[config.mk]
export PLATFORM = sky130hd
export DESIGN_NAME = edo_page_ctrl
export DESIGN_NICKNAME = d
export VERILOG_FILES = /design/src/rtl/edo_ctrl_pkg.sv /design/src/rtl/edo_timer.sv /design/src/rtl/edo_ras_guard.sv /design/src/rtl/edo_rd_capture.sv /design/src/rtl/edo_page_ctrl.sv
export SDC_FILE = /design/constraint.sdc
export NUM_CORES = 1
export LEC_CHECK = 0
export BUFFER_PORTS_ARGS = -buffer_cell sky130_fd_sc_hd__buf_4
export CAP_MARGIN = 0
export CORE_ASPECT_RATIO = 1.75
export CORE_UTILIZATION = 55
export CTS_BUF_LIST = sky130_fd_sc_hd__clkbuf_2 sky130_fd_sc_hd__clkbuf_4 sky130_fd_sc_hd__clkbuf_8
export DETAILED_ROUTE_END_ITERATION = 10
export GPL_ROUTABILITY_DRIVEN = 0
export GPL_TIMING_DRIVEN = 0
export MAX_ROUTING_LAYER = met4
export PLACE_DENSITY = 0.81
export SYNTH_ARGS = -nofsm -noshare
export SYNTH_HDL_FRONTEND = slang
export SYNTH_SLANG_ARGS = --single-unit
[constraint.sdc]
create_clock -name clk -period 8.6 [get_ports clk]
set_input_delay 1.29 -clock clk [delete_from_list [all_inputs] [get_ports clk]]
set_output_delay 1.29 -clock clk [all_outputs]
set_load 0.05 [all_outputs]
[src/rtl/edo_ctrl_pkg.sv]
package edo_ctrl_pkg;

  localparam int LANE_W = 8;
  localparam int LANES  = 2;
  localparam int DATA_W = LANE_W * LANES;

  typedef enum logic [2:0] {
    S_IDLE,    // RAS high, precharged
    S_OPEN,    // RAS low, row access wait
    S_COLSET,  // column, WE and data set up, CAS high
    S_CAS,     // CAS low
    S_CPRE,    // CAS precharge, read capture at its end
    S_HOLD,    // page open, waiting for a request
    S_PRE,     // RAS precharge
    S_REF      // memory handed to the refresh sequencer
  } edo_state_e;

  function automatic int max_of4(int a, int b, int c, int d);
    int m;
    m = a;
    if (b > m) m = b;
    if (c > m) m = c;
    if (d > m) m = d;
    return m;
  endfunction

  // RAS-low cycles one page hit adds: setup cycle, CAS pulse, CAS precharge
  function automatic int hit_cycles(int t_cas, int t_cp);
    return 1 + t_cas + t_cp;
  endfunction

  // ras_cnt counts the cycles already spent low before the current one.
  // Accepting now costs the current cycle plus one full hit.
  function automatic bit page_has_room(int ras_cnt, int t_cas, int t_cp, int t_max);
    return (ras_cnt + 1 + hit_cycles(t_cas, t_cp)) <= t_max;
  endfunction

  function automatic logic [LANES-1:0] lanes_of(logic [LANES-1:0] be);
    return (be == '0) ? '1 : be;
  endfunction

endpackage

[src/rtl/edo_timer.sv]
module edo_timer #(
  parameter int W = 4
) (
  input  logic         clk,
  input  logic         rst_n,
  input  logic         load,
  input  logic [W-1:0] load_val,
  output logic         done
);
  logic [W-1:0] cnt;

  always_ff @(posedge clk or negedge rst_n) begin
    if (!rst_n)          cnt <= '0;
    else if (load)       cnt <= load_val;
    else if (cnt != '0)  cnt <= cnt - 1'b1;
  end

  assign done = (cnt == '0);
endmodule

[src/rtl/edo_ras_guard.sv]
module edo_ras_guard
  import edo_ctrl_pkg::*;
#(
  parameter int T_CAS     = 1,
  parameter int T_CP      = 1,
  parameter int T_RAS_MAX = 1250
) (
  input  logic clk,
  input  logic rst_n,
  input  logic ras_low,
  output logic room
);
  localparam int CW = $clog2(T_RAS_MAX + 1);
  logic [CW-1:0] cnt;

  always_ff @(posedge clk or negedge rst_n) begin
    if (!rst_n)                        cnt <= '0;
    else if (!ras_low)                 cnt <= '0;
    else if (cnt != CW'(T_RAS_MAX))    cnt <= cnt + 1'b1;
  end

  assign room = page_has_room(int'(cnt), T_CAS, T_CP, T_RAS_MAX);

  // the low window never reaches its limit
  p_ras_window_r8: assert property (@(posedge clk) disable iff (!rst_n)
    ras_low |-> (cnt < CW'(T_RAS_MAX)));
endmodule

[src/rtl/edo_rd_capture.sv]
module edo_rd_capture
  import edo_ctrl_pkg::*;
(
  input  logic              clk,
  input  logic              rst_n,
  input  logic              cap_en,
  input  logic [LANES-1:0]  lanes,
  input  logic [DATA_W-1:0] dq_in,
  output logic              rsp_valid,
  output logic [DATA_W-1:0] rsp_rdata
);
  always_ff @(posedge clk or negedge rst_n) begin
    if (!rst_n) rsp_valid <= 1'b0;
    else        rsp_valid <= cap_en;
  end

  for (genvar g = 0; g < LANES; g++) begin : g_lane
    always_ff @(posedge clk or negedge rst_n) begin
      if (!rst_n)
        rsp_rdata[g*LANE_W +: LANE_W] <= '0;
      else if (cap_en)
        rsp_rdata[g*LANE_W +: LANE_W] <= lanes[g] ? dq_in[g*LANE_W +: LANE_W] : '0;
    end
  end
endmodule

[src/rtl/edo_page_ctrl.sv]
module edo_page_ctrl
  import edo_ctrl_pkg::*;
#(
  parameter int ROW_W     = 10,
  parameter int COL_W     = 10,
  parameter int T_RCD     = 7,
  parameter int T_CAS     = 1,
  parameter int T_CP      = 1,
  parameter int T_RP      = 4,
  parameter int T_RAS_MAX = 1250
) (
  input  logic                               clk,
  input  logic                               rst_n,
  input  logic                               req_valid,
  output logic                               req_ready,
  input  logic                               req_write,
  input  logic [ROW_W+COL_W-1:0]             req_addr,
  input  logic [15:0]                        req_wdata,
  input  logic [1:0]                         req_be,
  output logic                               rsp_valid,
  output logic [15:0]                        rsp_rdata,
  input  logic                               refresh_req,
  output logic                               refresh_gnt,
  output logic [((ROW_W>COL_W)?ROW_W:COL_W)-1:0] dram_addr,
  output logic                               dram_ras_n,
  output logic                               dram_casl_n,
  output logic                               dram_cash_n,
  output logic                               dram_we_n,
  output logic                               dram_oe_n,
  output logic [15:0]                        dram_dq_out,
  output logic                               dram_dq_oe,
  input  logic [15:0]                        dram_dq_in
);
  localparam int AW    = ROW_W + COL_W;
  localparam int PIN_W = (ROW_W > COL_W) ? ROW_W : COL_W;
  localparam int TMAX  = max_of4(T_RCD, T_CAS, T_CP, T_RP);
  localparam int TW    = $clog2(TMAX + 1);

  edo_state_e state, nxt;

  logic [ROW_W-1:0]  req_row, cur_row;
  logic [COL_W-1:0]  req_col, cur_col;
  logic [LANES-1:0]  req_lanes, cur_lanes;
  logic [DATA_W-1:0] cur_wdata;
  logic              cur_we;
  logic [LANES-1:0]  cas_n;

  // named internal events
  logic          t_load, t_done, room, row_hit, decide, accept, cap_en;
  logic [TW-1:0] t_val;

  assign req_row   = req_addr[AW-1:COL_W];
  assign req_col   = req_addr[COL_W-1:0];
  assign req_lanes = lanes_of(req_be);
  assign row_hit   = (req_row == cur_row);
  assign decide    = (state == S_HOLD) || (state == S_CPRE && t_done);
  assign req_ready = !refresh_req && ((state == S_IDLE) || (decide && row_hit && room));
  assign accept    = req_valid && req_ready;
  assign cap_en    = (state == S_CPRE) && t_done && !cur_we;

  edo_timer #(.W(TW)) u_timer (
    .clk(clk), .rst_n(rst_n), .load(t_load), .load_val(t_val), .done(t_done)
  );

  edo_ras_guard #(.T_CAS(T_CAS), .T_CP(T_CP), .T_RAS_MAX(T_RAS_MAX)) u_guard (
    .clk(clk), .rst_n(rst_n), .ras_low(!dram_ras_n), .room(room)
  );

  edo_rd_capture u_cap (
    .clk(clk), .rst_n(rst_n), .cap_en(cap_en), .lanes(cur_lanes),
    .dq_in(dram_dq_in), .rsp_valid(rsp_valid), .rsp_rdata(rsp_rdata)
  );

  always_comb begin
    nxt    = state;
    t_load = 1'b0;
    t_val  = '0;
    unique case (state)
      S_IDLE: begin
        if (refresh_req) nxt = S_REF;
        else if (req_valid) begin
          nxt = S_OPEN; t_load = 1'b1; t_val = TW'(T_RCD - 1);
        end
      end
      S_OPEN:   if (t_done) nxt = S_COLSET;
      S_COLSET: begin nxt = S_CAS; t_load = 1'b1; t_val = TW'(T_CAS - 1); end
      S_CAS: begin
        if (t_done) begin nxt = S_CPRE; t_load = 1'b1; t_val = TW'(T_CP - 1); end
      end
      S_CPRE, S_HOLD: begin
        if (decide) begin
          if (accept) nxt = S_COLSET;
          else if (refresh_req || !room || req_valid) begin
            nxt = S_PRE; t_load = 1'b1; t_val = TW'(T_RP - 1);
          end else nxt = S_HOLD;
        end
      end
      S_PRE: if (t_done) nxt = S_IDLE;
      S_REF: begin
        if (!refresh_req) begin nxt = S_PRE; t_load = 1'b1; t_val = TW'(T_RP - 1); end
      end
      default: nxt = S_IDLE;
    endcase
  end

  always_ff @(posedge clk or negedge rst_n) begin
    if (!rst_n) begin
      state       <= S_IDLE;
      cur_row     <= '0;
      cur_col     <= '0;
      cur_lanes   <= '0;
      cur_wdata   <= '0;
      cur_we      <= 1'b0;
      cas_n       <= '1;
      dram_addr   <= '0;
      dram_ras_n  <= 1'b1;
      dram_we_n   <= 1'b1;
      dram_oe_n   <= 1'b1;
      dram_dq_out <= '0;
      dram_dq_oe  <= 1'b0;
      refresh_gnt <= 1'b0;
    end else begin
      state       <= nxt;
      refresh_gnt <= (nxt == S_REF);
      if (accept) begin
        cur_row   <= req_row;
        cur_col   <= req_col;
        cur_lanes <= req_lanes;
        cur_wdata <= req_wdata;
        cur_we    <= req_write;
      end
      if (state == S_IDLE && nxt == S_OPEN) begin
        dram_addr  <= PIN_W'(req_row);
        dram_ras_n <= 1'b0;
      end
      if (nxt == S_COLSET && state != S_COLSET) begin
        dram_addr   <= PIN_W'(accept ? req_col : cur_col);
        dram_we_n   <= !(accept ? req_write : cur_we);
        dram_oe_n   <=  (accept ? req_write : cur_we);
        dram_dq_oe  <=  (accept ? req_write : cur_we);
        dram_dq_out <=  (accept ? req_wdata : cur_wdata);
      end
      if (state == S_COLSET) cas_n <= ~cur_lanes;
      if (state == S_CAS && nxt == S_CPRE) cas_n <= '1;
      if (nxt == S_PRE) begin
        dram_ras_n <= 1'b1;
        dram_we_n  <= 1'b1;
        dram_oe_n  <= 1'b1;
        dram_dq_oe <= 1'b0;
      end
    end
  end

  assign dram_casl_n = cas_n[0];
  assign dram_cash_n = cas_n[1];

  // column strobes only inside an open row
  p_cas_in_page_r6: assert property (@(posedge clk) disable iff (!rst_n)
    (!dram_casl_n || !dram_cash_n) |-> !dram_ras_n);
  // WE and address settled before the strobe edge
  p_early_we_r5: assert property (@(posedge clk) disable iff (!rst_n)
    ($fell(dram_casl_n) || $fell(dram_cash_n)) |-> ($stable(dram_we_n) && $stable(dram_addr)));
  // lanes used together move together
  p_lanes_align_r4: assert property (@(posedge clk) disable iff (!rst_n)
    (!dram_casl_n && !dram_cash_n) |-> ($fell(dram_casl_n) == $fell(dram_cash_n)));
  // grant only with the memory quiet
  p_gnt_quiet_r9: assert property (@(posedge clk) disable iff (!rst_n)
    refresh_gnt |-> (dram_ras_n && dram_casl_n && dram_cash_n));
  // refresh blocks new requests
  p_ref_blocks_r11: assert property (@(posedge clk) disable iff (!rst_n)
    refresh_req |-> !req_ready);
  // read data follows a completed strobe
  p_rsp_after_cas_r7: assert property (@(posedge clk) disable iff (!rst_n)
    rsp_valid |-> ($past(dram_casl_n) && $past(dram_cash_n)));
endmodule

==> flow_summary_export.csv <==
group,metric,value,unit
cells_and_area,num-nets-final,670,
hold_path,hold_class,"reg2reg",
cells_and_area,multi_input_area,2342,µm²
clock_tree,htree_levels,3,
place,port-buffer-count,108,
die,die_y,131.6,µm
sta,final_hold_viol_count,0,
global_routing,grt_pass1_wl,20490,µm
drt,drc,0,
cells_and_area,fillCellCount,713,
synthesis,ys_seq_area_frac,0.5040,
place,dp_hpwl,9032,µm
cells_and_area,seq_area,2659,µm²
pwr,peakVddDrop,0.0002179,V
die,fp-row-count,46,
synthesis,synth_edf_count,0,
synthesis,synth_area_leaders,"dfrtp_1 48%, mux2_2 6.6%, nand2_1 4.0%",
sta,finalSetupTns,0,ns
synthesis,avgSynthCellArea,10.83,µm²
global_routing,grt_pass1_vias,4450,
worst_setup_path,crit_fanout,10,
global_routing,grt_max_degree,107,
worst_setup_path,worstPathArrival,3.56,ns
die,io_pins,110,
drt,viasPerCell,5.604,
synthesis,synthFlopType,"dfrtp_1",
drt,ant_nets,0,
outcome,outcome,"completed",
sta,worst_slew_pin_slew,0.6813,ns
clock_tree,cts_inserted_buffers,9,
synthesis,synth_area,5275,µm²
die,die_x,76.03,µm
synthesis,yosysWarnings,0,
clock_tree,cts_tree,"yes",
cells_and_area,final_core_util,0.7010,
job,drv_cap,0,
sta,max_freq,0.2064,GHz
sta,skew,0.01321,ns
drt,wl_per_cell,16.40,µm
worst_setup_path,crit_required,7.31,ns
synthesis,syn_nets,550,
synthesis,synthTopCellsByCount,"101 x dfrtp_1, 56 x nand2_1, 32 x inv_1",
drt,firstDrtPassIters,5,
clock_tree,cts-root-buf,"clkbuf_8",
die,initial_core_util,0.5728,
clock_tree,insertion_delay,0.37,ns
worst_setup_path,critPathCaptureType,"output port",
pwr,leakage,0.002936,µW
clock_tree,cts.clk_slew.worst_paths,0.11,ns
synthesis,async_flop_share,1.000,
global_routing,antenna_found_initial,0,
die,die-area,10000,µm²
clock_tree,post_cts_buffers,0,
cells_and_area,drive_gt1_frac,0.3301,
cells_and_area,syn2layout_area_growth,22.37,%
drt,vias,4102,
synthesis,ys_ff_latch,106,
clock_tree,cts_hold_buf,0,
sta,slew_headroom,0.5416,
clock_tree,cts_resized,0,
global_routing,grt_usage,0.2642,
synthesis,synth.top_cell.area_share,0.4791,
global_routing,grt_overflow,0,
drt,drtIter0Drc,186,
pwr,p_per_area,333.8,nW/µm²
clock_tree,cts_buffer_depth,2,
sta,grt_setup_unrepaired,"no",
drt,wl,12010,µm
clock_tree,cts.sinks,106,
die,core_area,9209,µm²
cells_and_area,antennaDiodeCount,0,
synthesis,syn_inst,487,
sta,finalCritPeriodShare,0.5635,
sta,setup_violations,0,
worst_setup_path,worstSetupPathType,"reg2out",
synthesis,yosys.cell_types.count,71,
synthesis,synth.largest_area_cell,"dfrtp_1",
sta,period_minus_slack,4.846,ns
sta,slew_violations,0,
synthesis,synth_most_common_cell,"dfrtp_1",
worst_setup_path,crit_path_start_kind,"register",
==> cell families after synthesis <==
| family | after synthesis | synth area share |
|---|---|---|
| AOI/OAI and AO/OA | 86 | 0.1191 |
| xor gates and xnor gates | 25 | 0.04151 |
| adders and majority gates | 4 | 0.009488 |
| buffers and inverters | 61 | 0.05194 |
| DFF | 106 | 0.5040 |
| muxes | 56 | 0.1250 |
| and+or+nand+nor | 149 | 0.1490 |
==> sequential cells by signal (all words and copies together), names as in the netlist, 2 cells and up <==
signal	count
dram_dq_out	16
cur_col	10
state	3
u_timer.cnt	3
dram_addr	10
cas_n	2
cur_wdata	16
u_guard.cnt	11
u_cap.rsp_rdata	16
cur_lanes	2
cur_row	10
==> placed cells by master (no fill, tap or decap), types with 8 or more instances in the layout <==
cell      netlist  routed
nor2_1         25      25
o221ai_1       11      11
a21oi_1        11      11
o21ai_0        22      22
clkbuf_1       15      15
xnor2_1        21      21
inv_1          32      32
nand2_1        56      56
buf_4           2     109
clkbuf_8        0       9
mux2i_1        13      13
mux2_2         31      31
nand4_1         8       8
mux2_4         12      12
dfrtp_1       101     101
==> metrics by stage <==
stage / total power (µW) / hold slack [ns] / instance area (µm²) / setup slack, ns / std cells
finish: 2155 / 0.4918 / 6455 / 3.754 / 732
global route: 2281 / 0.5142 / 6455 / 3.539 / 732
CTS: 2166 / 0.4921 / 6424 / 3.735 / 731
detailed placement: 1874 / 0.4675 / 6236 / 4.155 / 715
global placement: 1826 / 0.4594 / 6236 / 4.191 / 715
floorplan: 1557 / 0.4466 / 5275 / 4.075 / 487
==> final timing paths <==
path,from,slack [ns],cells after the start,to
setup / recovery,u_guard.cnt[0],3.75,11,req_ready
hold / removal,cur_col[7],0.49,2,cur_col[7]
setup reg to reg,u_guard.cnt[0],4.74,13,dram_addr[3]
hold reg to reg,cur_col[7],0.49,2,cur_col[7]
max in group asynchronous,rst_n,7.21,2,cas_n[0]
min in group asynchronous,rst_n,0.69,1,u_guard.cnt[1]
==> worst max-delay path, stage by stage, from the launching register on <==
cell	delay, ns
dfrtp_1	0.43
buf_2	0.25
inv_1	0.10
ha_1	0.38
or4_4	0.52
a21o_1	0.24
xor2_1	0.20
o22ai_1	0.31
a21o_1	0.26
nand2b_1	0.08
a21oi_1	0.19
buf_4	0.23
==> routing by layer <==
metal  vias to the layer above  track usage  share of wire
li1                       1938            -              -
met1                      2030       0.2837           0.38
met2                       103       0.4753           0.57
met3                        31      0.03819          0.026
met4                         0       0.1207          0.028
met5                         -            -              0
==> area by class of cell <==
type / instances / share of cell area
clock buffer: 9 / 0.01919
clock inverter: 7 / 0.009886
tap: 120 / 0.02326
inverter: 32 / 0.01861
buffer: 29 / 0.02384
sequential: 106 / 0.4119
multi-input combinational: 320 / 0.3629
timing repair buffer: 109 / 0.1305
==> power breakdown <==
part / switching, µW / leakage (µW) / total, µW / internal, µW
clock network: 181 / 0.0000918 / 292 / 111
logic: 660 / 0.00155 / 1050 / 385
registers: 110 / 0.00130 / 817 / 707
total: 951 / 0.00294 / 2150 / 1200
Note: power is estimated with default switching activity, not from simulation.
